[config.mk]
export PLATFORM = sky130hd
export DESIGN_NAME = dbg_mode_strap
export DESIGN_NICKNAME = d
export VERILOG_FILES = /design/src/rtl/dbg_strap_pkg.sv /design/src/rtl/dbg_pin_sampler.sv /design/src/rtl/dbg_hold_counter.sv /design/src/rtl/dbg_width_map.sv /design/src/rtl/dbg_mode_strap.sv
export SDC_FILE = /design/constraint.sdc
export NUM_CORES = 1
export LEC_CHECK = 0
export BUFFER_PORTS_ARGS = -buffer_cell sky130_fd_sc_hd__clkbuf_2
export CAP_MARGIN = 20
export CORE_ASPECT_RATIO = 0.75
export CORE_UTILIZATION = 50
export CTS_CLUSTER_DIAMETER = 50
export CTS_CLUSTER_SIZE = 10
export DETAILED_ROUTE_END_ITERATION = 10
export PLACE_DENSITY = 0.74
export SLEW_MARGIN = 15
export SYNTH_ARGS = -nofsm -noshare
export SYNTH_HDL_FRONTEND = slang
export SYNTH_SLANG_ARGS = --single-unit
[constraint.sdc]
create_clock -name clk -period 2.65 [get_ports clk]
set_input_delay 0.3975 -clock clk [delete_from_list [all_inputs] [get_ports clk]]
set_output_delay 0.3975 -clock clk [all_outputs]
set_load 0.1 [all_outputs]
[src/rtl/dbg_strap_pkg.sv]
package dbg_strap_pkg;

  typedef enum logic [2:0] {
    ST_RESET,
    ST_TRACE_WAIT,
    ST_BDM_WAIT,
    ST_BDM_SAMPLE,
    ST_DONE
  } strap_st_e;

  typedef enum logic [1:0] {
    MD_JTAG  = 2'd0,
    MD_BDM   = 2'd1,
    MD_TRACE = 2'd2
  } dbg_mode_e;

endpackage

[src/rtl/dbg_pin_sampler.sv]
module dbg_pin_sampler (
  input  logic clk,
  input  logic rst_n,
  input  logic evt,
  input  logic ddat,
  input  logic srst_n,
  output logic evt_q,
  output logic ddat_q,
  output logic lvl_same,
  output logic srst_rise
);

  logic srst_q;

  // Previous-cycle copies of the strap pins; enable is always on.
  always_ff @(posedge clk or negedge rst_n) begin
    if (!rst_n) begin
      evt_q  <= 1'b0;
      ddat_q <= 1'b0;
      srst_q <= 1'b1;
    end else begin
      evt_q  <= evt;
      ddat_q <= ddat;
      srst_q <= srst_n;
    end
  end

  assign lvl_same  = (evt == evt_q) && (ddat == ddat_q);
  assign srst_rise = srst_n && !srst_q;

endmodule

[src/rtl/dbg_hold_counter.sv]
module dbg_hold_counter #(
  parameter int MAXC = 8,
  localparam int CW  = $clog2(MAXC + 1)
) (
  input  logic          clk,
  input  logic          rst_n,
  input  logic          clr,
  input  logic          load1,
  input  logic          inc,
  output logic [CW-1:0] cnt
);

  logic [CW-1:0] cnt_n;
  logic          cnt_en;

  always_comb begin
    cnt_en = clr || load1 || (inc && (cnt != CW'(MAXC)));
    if (clr)        cnt_n = '0;
    else if (load1) cnt_n = CW'(1);
    else            cnt_n = cnt + CW'(1);
  end

  always_ff @(posedge clk or negedge rst_n) begin
    if (!rst_n)      cnt <= '0;
    else if (cnt_en) cnt <= cnt_n;
  end

endmodule

[src/rtl/dbg_width_map.sv]
module dbg_width_map
  import dbg_strap_pkg::*;
#(
  parameter int FULL_IN_W  = 2,
  parameter int FULL_OUT_W = 8,
  parameter int RED_IN_W   = 1,
  parameter int RED_OUT_W  = 2,
  localparam int IN_WW     = $clog2(FULL_IN_W + 1),
  localparam int OUT_WW    = $clog2(FULL_OUT_W + 1)
) (
  input  dbg_mode_e           mode,
  input  logic                full,
  output logic [IN_WW-1:0]    in_w,
  output logic [OUT_WW-1:0]   out_w
);

  always_comb begin
    in_w  = '0;
    out_w = '0;
    if (mode == MD_TRACE) begin
      in_w  = full ? IN_WW'(FULL_IN_W)   : IN_WW'(RED_IN_W);
      out_w = full ? OUT_WW'(FULL_OUT_W) : OUT_WW'(RED_OUT_W);
    end
  end

endmodule

[src/rtl/dbg_mode_strap.sv]
module dbg_mode_strap
  import dbg_strap_pkg::*;
#(
  parameter int SETUP_CLKS = 4,
  parameter int BDM_WIN    = 8,
  parameter int FULL_IN_W  = 2,
  parameter int FULL_OUT_W = 8,
  parameter int RED_IN_W   = 1,
  parameter int RED_OUT_W  = 2,
  localparam int IN_WW     = $clog2(FULL_IN_W + 1),
  localparam int OUT_WW    = $clog2(FULL_OUT_W + 1),
  localparam int MAXC      = (SETUP_CLKS > BDM_WIN) ? SETUP_CLKS : BDM_WIN,
  localparam int CW        = $clog2(MAXC + 1)
) (
  input  logic              clk,
  input  logic              rst_n,
  input  logic              por_n,
  input  logic              hrst_n,
  input  logic              srst_n,
  input  logic              tpen,
  input  logic              evt,
  input  logic              dck,
  input  logic              ddat,
  output logic              mode_jtag,
  output logic              mode_bdm,
  output logic              mode_trace,
  output logic              port_full,
  output logic [IN_WW-1:0]  aux_in_w,
  output logic [OUT_WW-1:0] aux_out_w,
  output logic              bdm_clk_sel,
  output logic              setup_viol,
  output logic              mode_valid
);

  logic          dev_rst;
  logic          evt_q, ddat_q, lvl_same, srst_rise;
  logic          cnt_clr, cnt_load1, cnt_inc;
  logic [CW-1:0] cnt;

  strap_st_e state_q, state_n;
  dbg_mode_e mode_q, mode_n;
  logic      full_q, full_n, bclk_q, bclk_n, viol_q, viol_n, valid_q, valid_n;

  assign dev_rst = !por_n || !hrst_n;

  dbg_pin_sampler u_pins (
    .clk       (clk),
    .rst_n     (rst_n),
    .evt       (evt),
    .ddat      (ddat),
    .srst_n    (srst_n),
    .evt_q     (evt_q),
    .ddat_q    (ddat_q),
    .lvl_same  (lvl_same),
    .srst_rise (srst_rise)
  );

  dbg_hold_counter #(.MAXC(MAXC)) u_cnt (
    .clk   (clk),
    .rst_n (rst_n),
    .clr   (cnt_clr),
    .load1 (cnt_load1),
    .inc   (cnt_inc),
    .cnt   (cnt)
  );

  // Next-state decode of the strap sequence.
  always_comb begin
    state_n   = state_q;
    mode_n    = mode_q;
    full_n    = full_q;
    bclk_n    = bclk_q;
    viol_n    = viol_q;
    valid_n   = 1'b0;
    cnt_clr   = 1'b0;
    cnt_load1 = 1'b0;
    cnt_inc   = 1'b0;
    if (dev_rst) begin
      state_n = ST_RESET;
      mode_n  = MD_JTAG;
      full_n  = 1'b0;
      bclk_n  = 1'b0;
      viol_n  = 1'b0;
      cnt_clr = 1'b1;
    end else begin
      unique case (state_q)
        ST_RESET: begin
          cnt_clr = 1'b1;
          state_n = tpen ? ST_BDM_WAIT : ST_TRACE_WAIT;
        end
        ST_TRACE_WAIT: begin
          if (tpen) begin
            state_n = ST_DONE;
            valid_n = 1'b1;
            mode_n  = MD_JTAG;
            if (cnt >= CW'(SETUP_CLKS)) begin
              if (!evt_q) begin
                mode_n = MD_TRACE;
                full_n = ddat_q;
              end
            end else begin
              viol_n = 1'b1;
            end
          end else if ((cnt == '0) || lvl_same) begin
            cnt_inc = 1'b1;
          end else begin
            cnt_load1 = 1'b1;
          end
        end
        ST_BDM_WAIT: begin
          if (srst_rise) begin
            if (dck) begin
              state_n = ST_BDM_SAMPLE;
              cnt_clr = 1'b1;
            end else begin
              state_n = ST_DONE;
              valid_n = 1'b1;
              mode_n  = MD_JTAG;
            end
          end
        end
        ST_BDM_SAMPLE: begin
          if (cnt == CW'(BDM_WIN - 1)) begin
            state_n = ST_DONE;
            valid_n = 1'b1;
            mode_n  = MD_BDM;
            bclk_n  = ddat;
          end else begin
            cnt_inc = 1'b1;
          end
        end
        default: ;
      endcase
    end
  end

  always_ff @(posedge clk or negedge rst_n) begin
    if (!rst_n) begin
      state_q <= ST_RESET;
      mode_q  <= MD_JTAG;
      full_q  <= 1'b0;
      bclk_q  <= 1'b0;
      viol_q  <= 1'b0;
      valid_q <= 1'b0;
    end else begin
      state_q <= state_n;
      mode_q  <= mode_n;
      full_q  <= full_n;
      bclk_q  <= bclk_n;
      viol_q  <= viol_n;
      valid_q <= valid_n;
    end
  end

  dbg_width_map #(
    .FULL_IN_W  (FULL_IN_W),
    .FULL_OUT_W (FULL_OUT_W),
    .RED_IN_W   (RED_IN_W),
    .RED_OUT_W  (RED_OUT_W)
  ) u_width (
    .mode  (mode_q),
    .full  (full_q),
    .in_w  (aux_in_w),
    .out_w (aux_out_w)
  );

  assign mode_jtag   = (mode_q == MD_JTAG);
  assign mode_bdm    = (mode_q == MD_BDM);
  assign mode_trace  = (mode_q == MD_TRACE);
  assign port_full   = full_q;
  assign bdm_clk_sel = bclk_q;
  assign setup_viol  = viol_q;
  assign mode_valid  = valid_q;

  p_reset_default_r1: assert property (@(posedge clk) disable iff (!rst_n)
    dev_rst |=> (mode_jtag && !setup_viol && !mode_valid && (aux_out_w == '0)));

  p_trace_on_tpen_r2: assert property (@(posedge clk) disable iff (!rst_n)
    $rose(mode_trace) |-> $past(tpen));

  p_width_full_r4: assert property (@(posedge clk) disable iff (!rst_n)
    (mode_trace && port_full) |->
      ((aux_in_w == IN_WW'(FULL_IN_W)) && (aux_out_w == OUT_WW'(FULL_OUT_W))));

  p_viol_jtag_r5: assert property (@(posedge clk) disable iff (!rst_n)
    setup_viol |-> mode_jtag);

  p_valid_pulse_r9: assert property (@(posedge clk) disable iff (!rst_n)
    mode_valid |=> !mode_valid);

  p_hold_r10: assert property (@(posedge clk) disable iff (!rst_n)
    ((state_q == ST_DONE) && !dev_rst) |=>
      $stable({mode_jtag, mode_bdm, mode_trace, port_full, bdm_clk_sel, setup_viol}));

endmodule

==> key figures <==
Clock network
  – TritonCTS Buffers: 3
  – Worst-path clk slew: 0.10 ns
  – CTS tree: done
  – Deepest clock path buffer count: 2
  – CTS Hold Bufs: 0
  – Postcts setup bufs: 0
  – H-tree Lvls: 1
  – Num Clock Sinks: 16
  – Post-CTS sizing: 0
  – Clk_lat worst skew: 0.30 ns
  – CTS root buf: clkbuf_4

Logic synthesis
  – Synthesis-stage register bit count: 16
  – Number of synthesized flops with an enable pin: 0
  – Most used DFF post-synth: dfrtp_1
  – Synth warn: 0
  – Asr flop ratio synth: 100%
  – Synth cell types: between 40 and 50
  – Sequential area share after synthesis: between 30 and 40%
  – Top cells by area, synth: dfrtp_1 (36%), mux2i_1 (2.9%), buf_4 (2.9%)
  – Top cell type by total area after synthesis: dfrtp_1
  – Cell Area, Synth: 1030 sq um
  – Synthesized instance count: 108
  – Top-area cell type share of the netlist area: 36.3%
  – Avg Cell Area, Syn: roughly 9.6 sq um

Critical path
  – Slowest-stage cell, CP: or4b_4
  – Cell Chain, Critical Path: or4b_4 > o32ai_4 > o21ai_1 > mux2_4
  – Crit end category: register
  – Critical path fanouts, max: 12
  – Crit path DAT: 2.12 ns
  – CP startpoint kind: register
  – Crit path kind: reg -> reg
  – CP peak stage delay: just over 0.6 ns
  – Worst endpoint required time: around 2.9 ns

Run
  – Max Cap Violations: 0

STA
  – Clk_skew: just over 0.01 ns
  – Max Freq: 520 MHz
  – Slew @ Worst Pin: approximately 0.70 ns
  – RSZ-0062 raised after global routing: no
  – Min Tclk post-route: 1.92 ns
  – Final setup vio count: 0
  – Final max-slew violation count: 0
  – Post-Route Setup TNS: 0 ns
  – Slew HR: 53.3%
  – Final Hold Fails: 0
  – Period utilization: 72.6%

Cells and area
  – Top flop regs: u_cnt.cnt (4), state_q (3), mode_q (2)
  – Layout area overhead: 12.5%
  – Nets@finish: 135
  – Finished Cell Area: 1160 sq um
  – Most flop-heavy register: u_cnt.cnt
  – Most frequent cells in the layout: clkbuf_2 (19), dfrtp_1 (15), nor2_1 (8), inv_1 (5), nor3_1 (5)
  – Layout cells sized above 1: 26.8%
  – Max FFs per register: 4
  – Commonest non-fill, non-tap cell in the layout: clkbuf_2
  – Inserted Diodes: 0
  – Fin util: between 60% and 70%
  – Fill count: around 170

Placed design
  – Port Buf Inserts: 19
  – Placed wire-length estimate: ~1.7 mm
  – Placer Congestion: 0.833
  – Dpl cell area: ~1100 sq um

Global routing
  – Grt ovf: 0
  – Vias in the first global route: between 700 and 800
  – Initial antenna violation count: 0
  – Largest net degree at the start of global routing: 17
  – First-pass GRT wire length: 3.73 mm
  – GRT Util Overall: 25.4%

Drt
  – Routed wire length: 2.27 mm
  – DR vias: 876
  – Remaining DRCs: 0
  – First-pass DRT Iterations: 4
  – Post-DRT Antenna Nets: 0
  – Via count normalized by instance count: 6.04
  – Drt wl/cell: 15.6 microns
  – Initial detailed-routing violation count: 35

Floorplan
  – Core Box Area: 1840 sq um
  – Num rows: 13
  – Die H: 41.4 microns
  – Area of the die: 2260 sq um
  – # IOs: 22
  – Initial Util: between 50% and 60%
  – Die Wd: 54.5 microns

Run status
  – Status: completed

Power
  – Max rail drop VDD: 0.310 mV
  – Leakage power total: 0.518 nW
  – Power per Cell Area: between 400 and 500 nW/um^2

Worst hold path
  – HP Class: in -> async
[worst max-delay path: cells and delay by family (launching register included)]
kind               cells  cell delay [ns]
AOI/OAI and AO/OA      2             0.40
DFF                    1             0.52
muxes                  1             0.30
and+or+nand+nor        1             0.61
[metal layers]
metal | track usage [%] | share of wire, %
met5 | 0 | 0
met4 | 13.5 | 2.3
met3 | 7.97 | 6.4
met2 | 37.5 | 43
met1 | 33.2 | 48
[cell type report]
cell class	instances	area (sq um)	share of cell area [%]
timing repair buffer	19	95.1	8.17
inverter	5	18.8	1.61
multi-input combinational	79	584	50.2
sequential	16	402	34.5
clock buffer	4	36.3	3.12
tap	22	27.5	2.37
[synth_stat cells (3+ instances only)]
cell type / number
nand3b_1: 4
nand3_1: 3
nand2_1: 3
mux2i_1: 3
buf_4: 4
nor4b_1: 3
o21ai_0: 4
nor3_1: 5
nor2_1: 8
dfrtp_1: 15
and2_1: 3
inv_1: 5
a41oi_1: 3
nor2b_1: 4
clkbuf_1: 4
[final timing paths]
path / from / to / slack, ns / depth (start not counted)
min: rst_n / u_cnt.cnt[1] / 0.004 / 1
min reg2reg: setup_viol / setup_viol / 0.53 / 2
max in group asynchronous: rst_n / u_pins.srst_q / 2.33 / 1
min in group clk: srst_n / u_pins.srst_q / 0.19 / 1
max reg2reg: state_q[2] / u_cnt.cnt[1] / 0.73 / 4
max: state_q[2] / u_cnt.cnt[1] / 0.73 / 4
[report_power, final]
| group | internal [mW] | switching (mW) | total [mW] |
|---|---|---|---|
| Sequential | 0.250 | 0.0101 | 0.260 |
| Combinational | 0.0249 | 0.0511 | 0.0759 |
| Clock | 0.0838 | 0.0836 | 0.167 |
| Total | 0.359 | 0.145 | 0.504 |
[cells by family after synthesis]
| kind of cell | after synthesis | share of synthesized area [%] |
|---|---|---|
| xor+xnor | 2 | 1.69 |
| other cells | 1 | 0.362 |
| buf+inv | 14 | 6.65 |
| compound gates | 21 | 16.2 |
| simple gates | 48 | 29.5 |
| flops | 16 | 38.8 |
| mux | 4 | 4.35 |
| fa+ha+maj | 2 | 2.42 |
[through the flow]
stage          setup slack (ns)  cells  hold slack, ns  power (mW)
2_1_floorplan             0.256    109           0.102       0.320
3_3_place_gp              0.785    141           0.346       0.337
3_5_place_dp              0.721    141           0.351       0.340
4_1_cts                   0.748    145          0.0125       0.509
5_1_grt                   0.656    145          0.0347       0.527
6_report                  0.725    145         0.00431       0.504
Power figures use the tool's default switching activity.
